$ cat config.mk
export PLATFORM = sky130hd
export DESIGN_NAME = interval_timer_channel
export DESIGN_NICKNAME = d
export VERILOG_FILES = /design/src/rtl/itimer_pkg.sv /design/src/rtl/itimer_datapath.sv /design/src/rtl/itimer_ctrl.sv /design/src/rtl/interval_timer_channel.sv
export SDC_FILE = /design/constraint.sdc
export NUM_CORES = 1
export LEC_CHECK = 0
export ABC_AREA = 1
export ABC_CLOCK_PERIOD_IN_PS = 1900
export BUFFER_PORTS_ARGS = -buffer_cell sky130_fd_sc_hd__clkbuf_2
export CAP_MARGIN = 5
export CORE_MARGIN = 2
export CORE_UTILIZATION = 40
export CTS_CLUSTER_DIAMETER = 150
export DETAILED_ROUTE_END_ITERATION = 12
export SLEW_MARGIN = 10
export SYNTH_ARGS = -nofsm -noshare
export SYNTH_HDL_FRONTEND = slang
export SYNTH_SLANG_ARGS = --single-unit
$ cat constraint.sdc
create_clock -name clk -period 1.9 [get_ports clk]
set_clock_uncertainty 0.2 [all_clocks]
set_input_delay 0.095 -clock clk [delete_from_list [all_inputs] [get_ports clk]]
set_output_delay 0.095 -clock clk [all_outputs]
set_load 0.01 [all_outputs]
$ cat src/rtl/itimer_pkg.sv
package itimer_pkg;

  // Byte write format for the reload register
  typedef enum logic [1:0] {
    ACC_PAIR_ALT = 2'b00,
    ACC_LOW      = 2'b01,
    ACC_HIGH     = 2'b10,
    ACC_PAIR     = 2'b11
  } accMode_t;

  // Strobes from control to datapath, all single-cycle
  typedef struct packed {
    logic loadCount;   // copy reload register into count
    logic decCount;    // decrement count by one
    logic wrLowOnly;   // reload <= {0, byte}
    logic wrHighOnly;  // reload <= {byte, 0}
    logic stashLow;    // hold low byte of a pair
    logic commitPair;  // reload <= {byte, held low}
  } ctrlStrb_t;

endpackage

$ cat src/rtl/itimer_datapath.sv
module itimer_datapath
  import itimer_pkg::*;
#(
  parameter int BYTE_W = 8,
  localparam int CNT_W = 2 * BYTE_W,
  localparam int NIB   = CNT_W / 4
) (
  input  logic              clk,
  input  logic              rstN,
  input  ctrlStrb_t         strb,
  input  logic              bcdMode,
  input  logic [BYTE_W-1:0] dataIn,
  output logic [CNT_W-1:0]  curCount,
  output logic              atOne
);

  logic [CNT_W-1:0]  reloadReg;
  logic [BYTE_W-1:0] lowHold;
  logic [CNT_W-1:0]  countReg;
  logic [CNT_W-1:0]  binNext;
  logic [CNT_W-1:0]  bcdNext;

  // Binary decrement wraps 0 to all ones (full range)
  assign binNext = countReg - CNT_W'(1);

  // Decimal decrement: borrow ripples through zero digits, 0 wraps to 9
  always_comb begin
    logic brw;
    brw     = 1'b1;
    bcdNext = countReg;
    for (int i = 0; i < NIB; i++) begin
      if (brw) begin
        if (countReg[4*i +: 4] == 4'd0) begin
          bcdNext[4*i +: 4] = 4'd9;
        end else begin
          bcdNext[4*i +: 4] = countReg[4*i +: 4] - 4'd1;
          brw = 1'b0;
        end
      end
    end
  end

  always_ff @(posedge clk) begin
    if (!rstN) begin
      reloadReg <= '0;
      lowHold   <= '0;
    end else begin
      if (strb.wrLowOnly)  reloadReg <= {{BYTE_W{1'b0}}, dataIn};
      if (strb.wrHighOnly) reloadReg <= {dataIn, {BYTE_W{1'b0}}};
      if (strb.commitPair) reloadReg <= {dataIn, lowHold};
      if (strb.stashLow)   lowHold   <= dataIn;
    end
  end

  always_ff @(posedge clk) begin
    if (!rstN) begin
      countReg <= '0;
    end else if (strb.loadCount) begin
      countReg <= reloadReg;
    end else if (strb.decCount) begin
      countReg <= bcdMode ? bcdNext : binNext;
    end
  end

  assign atOne    = (countReg == CNT_W'(1));
  assign curCount = countReg;

endmodule

$ cat src/rtl/itimer_ctrl.sv
module itimer_ctrl
  import itimer_pkg::*;
(
  input  logic       clk,
  input  logic       rstN,
  input  logic       tickEn,
  input  logic       gateIn,
  input  logic       cfgWr,
  input  logic [1:0] cfgAccess,
  input  logic       cfgBcd,
  input  logic       dataWr,
  input  logic       atOne,
  output ctrlStrb_t  strb,
  output logic       bcdMode,
  output logic       nullCount,
  output logic       timerOut
);

  accMode_t accMode;
  logic     secondByte;
  logic     gatePrev;
  logic     nullReg;
  logic     outReg;
  logic     gateRise;
  logic     termHit;
  logic     dataAct;
  logic     pairMode;
  logic     commitAny;

  assign gateRise  = gateIn & ~gatePrev;
  assign termHit   = tickEn & gateIn & atOne & ~gateRise;
  assign dataAct   = dataWr & ~cfgWr;
  assign pairMode  = (accMode == ACC_PAIR) || (accMode == ACC_PAIR_ALT);

  always_comb begin
    strb            = '0;
    strb.loadCount  = gateRise | termHit;
    strb.decCount   = tickEn & gateIn & ~atOne & ~gateRise;
    strb.wrLowOnly  = dataAct & (accMode == ACC_LOW);
    strb.wrHighOnly = dataAct & (accMode == ACC_HIGH);
    strb.stashLow   = dataAct & pairMode & ~secondByte;
    strb.commitPair = dataAct & pairMode & secondByte;
  end

  assign commitAny = strb.wrLowOnly | strb.wrHighOnly | strb.commitPair;

  always_ff @(posedge clk) begin
    if (!rstN) begin
      accMode    <= ACC_PAIR;
      bcdMode    <= 1'b0;
      secondByte <= 1'b0;
      gatePrev   <= 1'b0;
      nullReg    <= 1'b1;
      outReg     <= 1'b1;
    end else begin
      gatePrev <= gateIn;
      outReg   <= ~termHit;
      if (cfgWr) begin
        accMode    <= accMode_t'(cfgAccess);
        bcdMode    <= cfgBcd;
        secondByte <= 1'b0;
      end else if (strb.stashLow) begin
        secondByte <= 1'b1;
      end else if (strb.commitPair) begin
        secondByte <= 1'b0;
      end
      if (cfgWr || commitAny) begin
        nullReg <= 1'b1;
      end else if (strb.loadCount) begin
        nullReg <= 1'b0;
      end
    end
  end

  assign nullCount = nullReg;
  assign timerOut  = outReg;

endmodule

$ cat src/rtl/interval_timer_channel.sv
module interval_timer_channel
  import itimer_pkg::*;
#(
  parameter int BYTE_W = 8,
  localparam int CNT_W = 2 * BYTE_W
) (
  input  logic              clk,
  input  logic              rstN,
  input  logic              tickEn,
  input  logic              gateIn,
  input  logic              cfgWr,
  input  logic [1:0]        cfgAccess,
  input  logic              cfgBcd,
  input  logic              dataWr,
  input  logic [BYTE_W-1:0] dataIn,
  output logic [CNT_W-1:0]  curCount,
  output logic              nullCount,
  output logic              timerOut
);

  ctrlStrb_t strb;
  logic      bcdMode;
  logic      atOne;

  itimer_ctrl u_ctrl (
    .clk       (clk),
    .rstN      (rstN),
    .tickEn    (tickEn),
    .gateIn    (gateIn),
    .cfgWr     (cfgWr),
    .cfgAccess (cfgAccess),
    .cfgBcd    (cfgBcd),
    .dataWr    (dataWr),
    .atOne     (atOne),
    .strb      (strb),
    .bcdMode   (bcdMode),
    .nullCount (nullCount),
    .timerOut  (timerOut)
  );

  itimer_datapath #(.BYTE_W(BYTE_W)) u_dp (
    .clk      (clk),
    .rstN     (rstN),
    .strb     (strb),
    .bcdMode  (bcdMode),
    .dataIn   (dataIn),
    .curCount (curCount),
    .atOne    (atOne)
  );

endmodule

==> flow_results.org <==
** Synthesis
- Yosys warns :: 0
- The share of synthesized area in the top cell type comes to 0.348.
- Synthesized netlist net count :: 436
- Seq/Total Area, Yosys :: 0.348
- Count of state elements after synthesis :: 47
- Synth Instances :: 414
- After synthesis, the netlist uses 29 different library cells.
- In this run the cell area of the synthesized design comes to 0.00270 mm^2.
- Sorting the synthesized cells by area gives the leading types as sky130_fd_sc_hd__dfxtp_1 (35%), sky130_fd_sc_hd__nand2_1 (16%), sky130_fd_sc_hd__nor2_1 (7.6%).
- Mean instance size in the synthesized netlist :: 6.53 um^2
- sky130_fd_sc_hd__dfxtp_1 takes more of the synthesized area than any other cell.

** Die
- The die is 86.2 um wide.
- The floorplan has 29 rows.
- The core region is 0.00646 mm^2.
- The die covers 0.00743 mm^2.
- Initial Utilization :: 0.418
- Die Ht :: 86.2 um
- 35 I/O pins were placed.

** Clocking
- The longest clock path from root to sink contains 2 buffers.
- The tree is rooted in a sky130_fd_sc_hd__clkbuf_8.
- For this design, the sink count on the clock tree is 47.
- The later pin in the worst-skew pair is clocked with a latency of 0.31 ns.
- The number of clock buffers added by TritonCTS is 5.
- TritonCTS built the clock tree.
- Clock transition at the registers of the reported paths :: 0.10 ns
- Count of H-tree levels built during CTS :: 2

** Timing
- In this run the tightest slew margin relative to its limit is 0.756.
- Setup violations remaining at the end of the flow were counted as 0.
- Final number of hold-violating endpoints :: 0
- On the final layout, the worst hold slack is 0.0205 ns.
- Timing-limited maximum frequency :: 558 MHz
- The worst path needs 1.79 ns of the cycle, external delays included.
- Actual slew at the worst max-slew pin :: 0.366 ns
- Period utilisation layout :: 0.943
- The max-slew violation total from the final report was 0.
- RSZ-0062 raised after global routing :: yes

** Worst setup path
- In this design, the critical path's most frequently occurring cell is sky130_fd_sc_hd__inv_1.
- At the worst endpoint, the required time is 1.95 ns.
- The critical path ends at u_dp.reloadReg[4].
- The startpoint identified for the worst register-to-register timing path is u_ctrl.accMode[0].
- In this run the worst path has a maximum fanout of 8.
- Crit path launch :: u_ctrl.accMode[0]
- In this run the critical register-to-register path is captured at u_dp.reloadReg[4].
- For this run, the slowest stage of the critical path takes 0.35 ns.
- CP startpoint kind :: register
- The worst register-to-register path has a depth of 8.
- The worst register-to-register path has a setup slack of 0.11 ns.
- The signal on the critical path passes through inv_1, ha_1, inv_1, nor2_1, nand2_1, inv_1, a22oi_1, a21oi_1.
- Worst EP arrival :: 1.84 ns
- Count of cell instances traversed by the critical path :: 8
- The slowest stage of the critical path is the sky130_fd_sc_hd__dfxtp_1 cell.
- The kind of cell with the highest combined delay along the critical path is flip-flops.
- Path type of the worst setup path :: register to register
- The number of buffers and inverters on the critical path is 3.
- Sort of element at the end of the critical path :: register

** Status
- The flow ran to the end, and the final reports show no timing, DRC or antenna violations.

** Cells and area
- Relative area change from synthesis to final layout :: 28.8%
- Nets :: 514
- Number of inserted diodes :: 0
- After routing the design area is 0.00348 mm^2.
- Leading cell types in the layout, fill and taps excluded :: sky130_fd_sc_hd__nand2_1 (112), sky130_fd_sc_hd__nor2_1 (53), sky130_fd_sc_hd__dfxtp_1 (47)
- Leading cell type in the layout, fill and taps excluded :: sky130_fd_sc_hd__nand2_1
- Layout cells sized above 1 :: 0.205

** Detailed routing
- Average wire per cell in the routed design :: 13.4 um
- Count of routing violations after the opening detailed-route iteration :: 165
- Detailed Routing Iterations Pass 1 :: 4
- Total length of routed wires :: 7610 um
- In this run the remaining antenna-violating nets after routing total 0.
- In the routed layout, each cell is associated on average with a via count of 5.02.
- After detailed routing, the number of remaining DRC violations is 0.
- Vias :: 2861

** Global routing
- The number of antenna violations at the first check in global routing came to 0.
- Maximum number of pins on one net before global-route repair :: 24
- For this run the aggregate overflow at the end of global routing stands at 0.
- Global-route wire length before repair :: 12600 um
- In the global route stage, overall resource usage came out at 0.214.
- The via count of the first global-routing pass came to 2697.

** Job
- Max-cap violations in this run came to 0.

** Placed design
- After detailed placement, the total cell area comes to 0.00306 mm^2.
- The congestion estimate from routability-driven global placement came to 0.855.
- HPWL Detailed :: 5430 um
- Number of buffers inserted by port buffering :: 34

** Hold path
- The tightest min-delay check is of the input port to register type.

** Pwr
- For this design the ratio of total power to cell area is 774 mW/mm^2.
- Leak pwr :: 1.67 nW
- Maximum VDD drop :: 0.000514 V
[worst reg2reg max path: cells and delay by family (launching register included)]
| kind | cells | cell delay, ns |
|---|---|---|
| buffers and inverters | 3 | 0.33 |
| AO/OA/AOI/OAI | 2 | 0.33 |
| AND/OR/NAND/NOR | 2 | 0.25 |
| flip-flops | 1 | 0.35 |
| adder cells (fa/ha/maj) | 1 | 0.28 |
[area by class of cell]
| type | instances | area (um^2) |
|---|---|---|
| sequential | 47 | 941 |
| clock inverter | 2 | 16.3 |
| timing repair buffer | 81 | 578 |
| multi-input combinational | 314 | 1600 |
| fill | 675 | 2980 |
| inverter | 43 | 175 |
| clock buffer | 6 | 72.6 |
| tap | 77 | 96.3 |
[registers in the layout, summed over array words and instances (netlist names)]
register,count
u_ctrl.bcdMode,1
u_dp.reloadReg,16
u_ctrl.nullCount,1
u_ctrl.secondByte,1
u_dp.curCount,16
u_ctrl.accMode,2
u_ctrl.gatePrev,1
u_dp.lowHold,8
u_ctrl.timerOut,1
[cell families (layout without fill, tap and decap cells)]
| group | Yosys count | after routing | share of synthesized area |
|---|---|---|---|
| and+or+nand+nor | 227 | 229 | 0.374 |
| AOI/OAI and AO/OA | 77 | 77 | 0.156 |
| DFF | 47 | 47 | 0.348 |
| buffers and inverters | 55 | 132 | 0.0894 |
| adders and majority gates | 5 | 5 | 0.0231 |
| xor gates and xnor gates | 3 | 3 | 0.00972 |
[stage by stage]
| stage | cells | setup slack (ns) | TNS (ns) | total power (W) | util |
|---|---|---|---|---|---|
| after global placement | 536 | 0.0349 | 0 | 0.00198 | 0.474 |
| after detailed placement | 536 | 0.0277 | 0 | 0.00199 | 0.474 |
| after CTS | 566 | 0.0145 | 0 | 0.00266 | 0.522 |
| after global routing | 570 | -0.0460 | -0.127 | 0.00288 | 0.539 |
| after floorplan | 414 | 0.166 | 0 | 0.00171 | - |
| final | 570 | 0.108 | 0 | 0.00269 | 0.539 |
[power by group]
part / switching (W) / leakage, nW / internal [W]
Sequential: 0.0000637 / 0.386 / 0.00106
Clock: 0.000379 / 0.0418 / 0.000265
Combinational: 0.000557 / 1.24 / 0.000368
[worst min-delay path by stage]
stage | from | endpoint | slack (ns) | cells after the start
global route | tickEn | u_dp.curCount[1] | 0.09 | 5
finish | tickEn | u_dp.curCount[1] | 0.02 | 5
detailed placement | gateIn | u_ctrl.gatePrev | 0.11 | 3
global placement | gateIn | u_ctrl.gatePrev | 0.11 | 3
CTS | tickEn | u_dp.curCount[1] | 0.02 | 5
floorplan | gateIn | u_ctrl.gatePrev | -0.01 | 2
[repair_timing]
action / CTS / global route
endpoints found under the setup margin: 0 / 36
setup buffers: 0 / 2
hold endpoints to repair: 30 / 0
gates resized for setup: 0 / 23
hold buffers: 22 / 0
[cells in the mapped netlist]
library cell / n
sky130_fd_sc_hd__nand2_1: 116
sky130_fd_sc_hd__nor2_1: 55
sky130_fd_sc_hd__dfxtp_1: 47
sky130_fd_sc_hd__inv_1: 38
sky130_fd_sc_hd__nand3_1: 33
sky130_fd_sc_hd__o21ai_0: 31
sky130_fd_sc_hd__a21oi_1: 29
sky130_fd_sc_hd__a22oi_1: 7
sky130_fd_sc_hd__clkbuf_1: 5
sky130_fd_sc_hd__ha_1: 5
sky130_fd_sc_hd__nor2_2: 5
sky130_fd_sc_hd__nor2_4: 5
sky130_fd_sc_hd__nand2_4: 4
sky130_fd_sc_hd__nand4_1: 4
sky130_fd_sc_hd__buf_6: 3
sky130_fd_sc_hd__nand3b_1: 3
sky130_fd_sc_hd__o211ai_1: 3
sky130_fd_sc_hd__o21ai_1: 3
sky130_fd_sc_hd__xor2_1: 3
sky130_fd_sc_hd__a31oi_1: 2
sky130_fd_sc_hd__buf_2: 2
sky130_fd_sc_hd__buf_4: 2
sky130_fd_sc_hd__clkinv_1: 2
sky130_fd_sc_hd__inv_2: 2
sky130_fd_sc_hd__a211o_1: 1
sky130_fd_sc_hd__inv_4: 1
sky130_fd_sc_hd__nand2_2: 1
sky130_fd_sc_hd__nand3_4: 1
sky130_fd_sc_hd__o21ai_2: 1
[layer usage]
| metal | wire [um] | part of all wire | GRT usage | up-vias |
|---|---|---|---|---|
| li1 | - | - | - | 1495 |
| met3 | 498 | 0.065 | 0.0467 | 14 |
| met2 | 3460 | 0.45 | 0.357 | 93 |
| met5 | 0 | 0 | 0 | - |
| met1 | 3540 | 0.46 | 0.284 | 1259 |
| met4 | 118 | 0.016 | 0.0483 | 0 |
Note: power is estimated with default switching activity, not from simulation.
